## config.mk

```make
export PLATFORM = sky130hd
export DESIGN_NAME = sqrt_csel_adder
export DESIGN_NICKNAME = d
export VERILOG_FILES = /design/src/rtl/csel_pkg.sv /design/src/rtl/bk_group_adder.sv /design/src/rtl/add_one_conv.sv /design/src/rtl/group_select.sv /design/src/rtl/sqrt_csel_adder.sv
export SDC_FILE = /design/constraint.sdc
export NUM_CORES = 1
export LEC_CHECK = 0
export CAP_MARGIN = 20
export CORE_ASPECT_RATIO = 1.1
export CORE_MARGIN = 5
export CORE_UTILIZATION = 36
export DETAILED_ROUTE_END_ITERATION = 8
export PLACE_DENSITY = 0.81
export SYNTH_ARGS = -nofsm -noshare
export SYNTH_HDL_FRONTEND = slang
export SYNTH_SLANG_ARGS = --single-unit
```

## constraint.sdc

```tcl
create_clock -name vclk -period 3.2
set_input_delay 0.64 -clock vclk [all_inputs]
set_output_delay 0.64 -clock vclk [all_outputs]
set_load 0.005 [all_outputs]
```

## src/rtl/csel_pkg.sv

```systemverilog
package csel_pkg;

  typedef struct packed {
    logic p;
    logic g;
  } pg_t;

  // full combine: both group propagate and group generate
  function automatic pg_t pg_black(pg_t hi, pg_t lo);
    pg_t r;
    r.p = hi.p & lo.p;
    r.g = hi.g | (hi.p & lo.g);
    return r;
  endfunction

  // generate-only combine
  function automatic logic pg_gray(pg_t hi, logic lo_g);
    return hi.g | (hi.p & lo_g);
  endfunction

  function automatic int unsigned grp_width(bit [255:0] tbl, int unsigned g);
    return int'(tbl[g*8 +: 8]);
  endfunction

  function automatic int unsigned grp_lo(bit [255:0] tbl, int unsigned g);
    int unsigned acc;
    acc = 0;
    for (int unsigned k = 0; k < g; k++) acc += int'(tbl[k*8 +: 8]);
    return acc;
  endfunction

  function automatic int unsigned pow2_ceil(int unsigned v);
    int unsigned r;
    r = 1;
    while (r < v) r = r * 2;
    return r;
  endfunction

endpackage

```

## src/rtl/bk_group_adder.sv

```systemverilog
module bk_group_adder #(
  parameter int unsigned W = 4
) (
  input  logic [W-1:0] a,
  input  logic [W-1:0] b,
  input  logic         cin,
  output logic [W-1:0] s,
  output logic         cout
);
  import csel_pkg::*;

  // node 0 carries cin as a pure generate; node i+1 is bit i
  localparam int unsigned NODES = W + 1;
  localparam int unsigned TOPD  = pow2_ceil(NODES);

  logic [W-1:0] p_bit;
  pg_t  node [NODES];

  always_comb begin
    p_bit = a ^ b;
    node[0].p = 1'b0;
    node[0].g = cin;
    for (int i = 0; i < int'(W); i++) begin
      node[i+1].p = a[i] ^ b[i];
      node[i+1].g = a[i] & b[i];
    end
    // up-sweep at power-of-two spans
    for (int d = 1; d < int'(NODES); d = d * 2) begin
      for (int i = 2*d - 1; i < int'(NODES); i = i + 2*d) begin
        node[i] = pg_black(node[i], node[i-d]);
      end
    end
    // down-sweep fills the remaining prefixes
    for (int d = int'(TOPD); d >= 1; d = d / 2) begin
      for (int i = 3*d - 1; i < int'(NODES); i = i + 2*d) begin
        node[i].g = pg_gray(node[i], node[i-d].g);
        node[i].p = node[i].p & node[i-d].p;
      end
    end
    for (int i = 0; i < int'(W); i++) s[i] = p_bit[i] ^ node[i].g;
    cout = node[W].g;
  end
endmodule

```

## src/rtl/add_one_conv.sv

```systemverilog
module add_one_conv #(
  parameter int unsigned W = 4
) (
  input  logic [W-1:0] x,
  output logic [W-1:0] y
);
  logic [W-1:0] run_and;

  assign run_and[0] = 1'b1;
  assign y[0]       = ~x[0];

  for (genvar i = 1; i < W; i++) begin : g_bit
    assign run_and[i] = run_and[i-1] & x[i-1];
    assign y[i]       = x[i] ^ run_and[i];
  end
endmodule

```

## src/rtl/group_select.sv

```systemverilog
module group_select #(
  parameter int unsigned W = 4
) (
  input  logic [W-1:0] cand0,
  input  logic [W-1:0] cand1,
  input  logic         sel,
  output logic [W-1:0] pick
);
  assign pick = sel ? cand1 : cand0;
endmodule

```

## src/rtl/sqrt_csel_adder.sv

```systemverilog
module sqrt_csel_adder #(
  parameter int unsigned WIDTH   = 16,
  parameter int unsigned NGROUPS = 5,
  parameter bit [NGROUPS*8-1:0] GROUP_TBL = {8'd5, 8'd4, 8'd3, 8'd2, 8'd2}
) (
  input  logic [WIDTH-1:0] op_a,
  input  logic [WIDTH-1:0] op_b,
  input  logic             carry_in,
  output logic [WIDTH-1:0] sum,
  output logic             carry_out
);
  import csel_pkg::*;

  localparam bit [255:0] TBL = 256'(GROUP_TBL);

  // observable internal events
  logic [NGROUPS:0]   bnd_carry;   // carry entering each group, last = carry_out
  logic [WIDTH-1:0]   cand0_sum;
  logic [NGROUPS-1:0] cand0_c;
  logic [WIDTH-1:0]   cand1_sum;
  logic [NGROUPS-1:0] cand1_c;

  assign bnd_carry[0] = carry_in;

  for (genvar g = 0; g < NGROUPS; g++) begin : g_grp
    localparam int unsigned LO = grp_lo(TBL, g);
    localparam int unsigned N  = grp_width(TBL, g);

    if (g == 0) begin : g_base
      logic [N-1:0] s_l;
      logic         c_l;
      bk_group_adder #(.W(N)) u_add (
        .a(op_a[LO +: N]), .b(op_b[LO +: N]), .cin(carry_in),
        .s(s_l), .cout(c_l)
      );
      assign sum[LO +: N]       = s_l;
      assign bnd_carry[g+1]     = c_l;
      assign cand0_sum[LO +: N] = s_l;
      assign cand1_sum[LO +: N] = s_l;
      assign cand0_c[g]         = c_l;
      assign cand1_c[g]         = c_l;
    end else begin : g_upper
      logic [N:0] r0;
      logic [N:0] r1;
      logic [N:0] chosen;
      bk_group_adder #(.W(N)) u_add (
        .a(op_a[LO +: N]), .b(op_b[LO +: N]), .cin(1'b0),
        .s(r0[N-1:0]), .cout(r0[N])
      );
      add_one_conv #(.W(N+1)) u_inc (.x(r0), .y(r1));
      group_select #(.W(N+1)) u_sel (
        .cand0(r0), .cand1(r1), .sel(bnd_carry[g]), .pick(chosen)
      );
      assign sum[LO +: N]       = chosen[N-1:0];
      assign bnd_carry[g+1]     = chosen[N];
      assign cand0_sum[LO +: N] = r0[N-1:0];
      assign cand1_sum[LO +: N] = r1[N-1:0];
      assign cand0_c[g]         = r0[N];
      assign cand1_c[g]         = r1[N];
    end
  end

  assign carry_out = bnd_carry[NGROUPS];
endmodule

```

==> flow_summary.toml, run 1 <==
[run_status]
status = "finished with violations"
violations = "setup timing"

[global_routing]
track_usage = 0.158
grt_overflow = 0
grt_antenna_before_repair = 0
grt_pass1_vias = 1051
grt_first_pass_wirelength_um = 4420
grt_max_degree = 6

[power]
leakagePower_nw = 0.909
powerDensity_nw_per_um2 = 263
ir_drop_uv = 191
power.total_w = 0.000470

[timing]
hold_violations = 0
relSlewSlack = 0.812
setup_viol = 10
final_max_slew_viol_count = 0
post-route-period-util = 1.17
setup-tns-final_ns = -3.78
worst_slack_ns = -0.528
rsz0062_at_grt = "true"
whs_ns = 1.76
worst_pin_slew_ns = 0.282
finalCriticalPeriod_ns = 3.73
timing.fmax_mhz = 268

[route]
drtPass1Iterations = 4
wl_um = 2760
detailedRoute.firstIterationViolations = 2
avgRoutedWirePerCell_um = 14.0
drcViolationCount = 0
vias_per_cell = 4.67
vias = 920
antenna_left = 0

[synth]
seq_area_frac_synth = 0
synth_nets = 146
synthTopCellsByArea = "ha_1 (33%), fa_1 (19%), mux2_4 (7.1%)"
ys_warn_count = 0
yosysTopAreaCell = "ha_1"
yosysTopAreaCellShare = 0.327
synthCells = 83
synthesis.area_um2 = 842
syn_area_per_cell_um2 = 10.1
yosysUniqueCellTypes = 22

[job]
maxCapViolations = 0

[worst_setup_path]
crit_arrival_ns = 3.09
crit_path_max_fanout = 5
crit_path_end_kind = "output port"
path_class = "input pin to output port"
cp-start-kind = "input pin"
worst-endpoint-required_ns = 2.56

[floorplanning]
die_area_um2 = 3410
die_x_um = 56.1
die_y_um = 60.7
core_region_area_um2 = 2250
start_util = 0.374
rows = 18
ios = 50

[min_path]
hold_path.class = "input pin to output port"

[final_layout]
design.seq.count = 0
drive_above_1_share = 0.599
area_delta_synth_final_pct = 112
final_nets = 232
clkbuf_count = 0
regArea_um2 = 0
finish.instance_area_um2 = 1790
antenna_cells = 0
fin_util = 0.793

[place]
gp_congestion = 0.785
place_area_um2 = 1560
io_buffers = 50
dp_hpwl_um = 2140

[cts]
hold_buffers = 0
-- cells by family after synthesis --
logic type | share of synthesized area
xor+xnor | 0.134
buf+inv | 0.0357
mux | 0.138
compound gates | 0.0832
fa+ha+maj | 0.517
simple gates | 0.0921
-- where the power goes --
part	leakage (nW)	switching, W	internal, W
Clock	0	0	0
Sequential	0	0	0
Combinational	0.909	0.000180	0.000290
-- path summary, 6_finish.rpt --
path | startpoint | end | slack [ns] | cells past startpoint
min | op_b[4] | sum[4] | 1.76 | 5
max | op_a[4] | sum[13] | -0.53 | 13
-- cells in the mapped netlist --
| master | instances |
|---|---|
| ha_1 | 22 |
| fa_1 | 8 |
| inv_1 | 8 |
| nand2_1 | 8 |
| xnor2_1 | 6 |
| xor2_1 | 5 |
| a21o_1 | 4 |
| mux2_4 | 4 |
| nor2_1 | 3 |
| a21oi_1 | 2 |
| mux2_1 | 2 |
| a21boi_2 | 1 |
| a21oi_2 | 1 |
| mux2_2 | 1 |
| mux2i_4 | 1 |
| nand2_2 | 1 |
| nand2b_1 | 1 |
| nor2_4 | 1 |
| nor3b_2 | 1 |
| o21ai_0 | 1 |
| o21ai_1 | 1 |
| xor2_2 | 1 |
-- metal layers --
layer	track usage	wire length, um	vias up
met5	0	0	-
met1	0.161	911	428
li1	-	-	452
met3	0.0170	132	4
met4	0.0102	44	0
met2	0.357	1670	36
-- metrics by stage --
stage                     instances  setup slack (ns)
final                           197            -0.528
after global routing            197            -0.607
after CTS                       192            -0.564
after detailed placement        183             -1.18
after global placement          183             -1.04
after floorplan                  83            -0.169
-- cell type report --
class / instances / area [um^2]
well taps: 30 / 37.5
repair buffers: 84 / 724
multi-input cells: 75 / 993
inverters: 8 / 30.0
fillers: 139 / 467
-- cell usage in the layout (no fill, tap or decap), types with 4 or more instances in the layout --
cell type | netlist | routed
a21o_1 | 4 | 4
buf_2 | 0 | 6
buf_4 | 0 | 25
buf_6 | 0 | 16
clkbuf_2 | 0 | 8
clkdlybuf4s50_1 | 0 | 16
dlygate4sd2_1 | 0 | 9
fa_1 | 8 | 6
ha_1 | 22 | 8
ha_2 | 0 | 11
inv_1 | 8 | 5
mux2_4 | 4 | 4
nand2_2 | 1 | 4
xnor2_2 | 0 | 4
-- what timing repair did --
| action | 4_1_cts | 5_1_grt |
|---|---|---|
| endpoints found under the setup margin | 15 | 14 |
| pin swaps | 30 | 27 |
| endpoints found under the hold margin | 0 | 0 |
| gates resized for setup | 109 | 33 |
| setup buffers | 9 | 7 |
-- worst max-delay path, cell delays in order --
cell and delay [ns]:
buf_6 0.10, ha_4 0.15, fa_1 0.51, ha_2 0.21, ha_4 0.17, nand2b_4 0.06
mux2i_4 0.21, xor2_2 0.24, nor3b_4 0.08, nor2_4 0.17, buf_6 0.12, mux2_4 0.30
buf_6 0.12
(Power assumes the default switching activity.)
==> run 2: changes to the inputs <==
Settings changed: CAP_MARGIN 20 to unset.
==> results of run 2 <==
The final DEF is identical to that of run 1; final timing and power are the same.
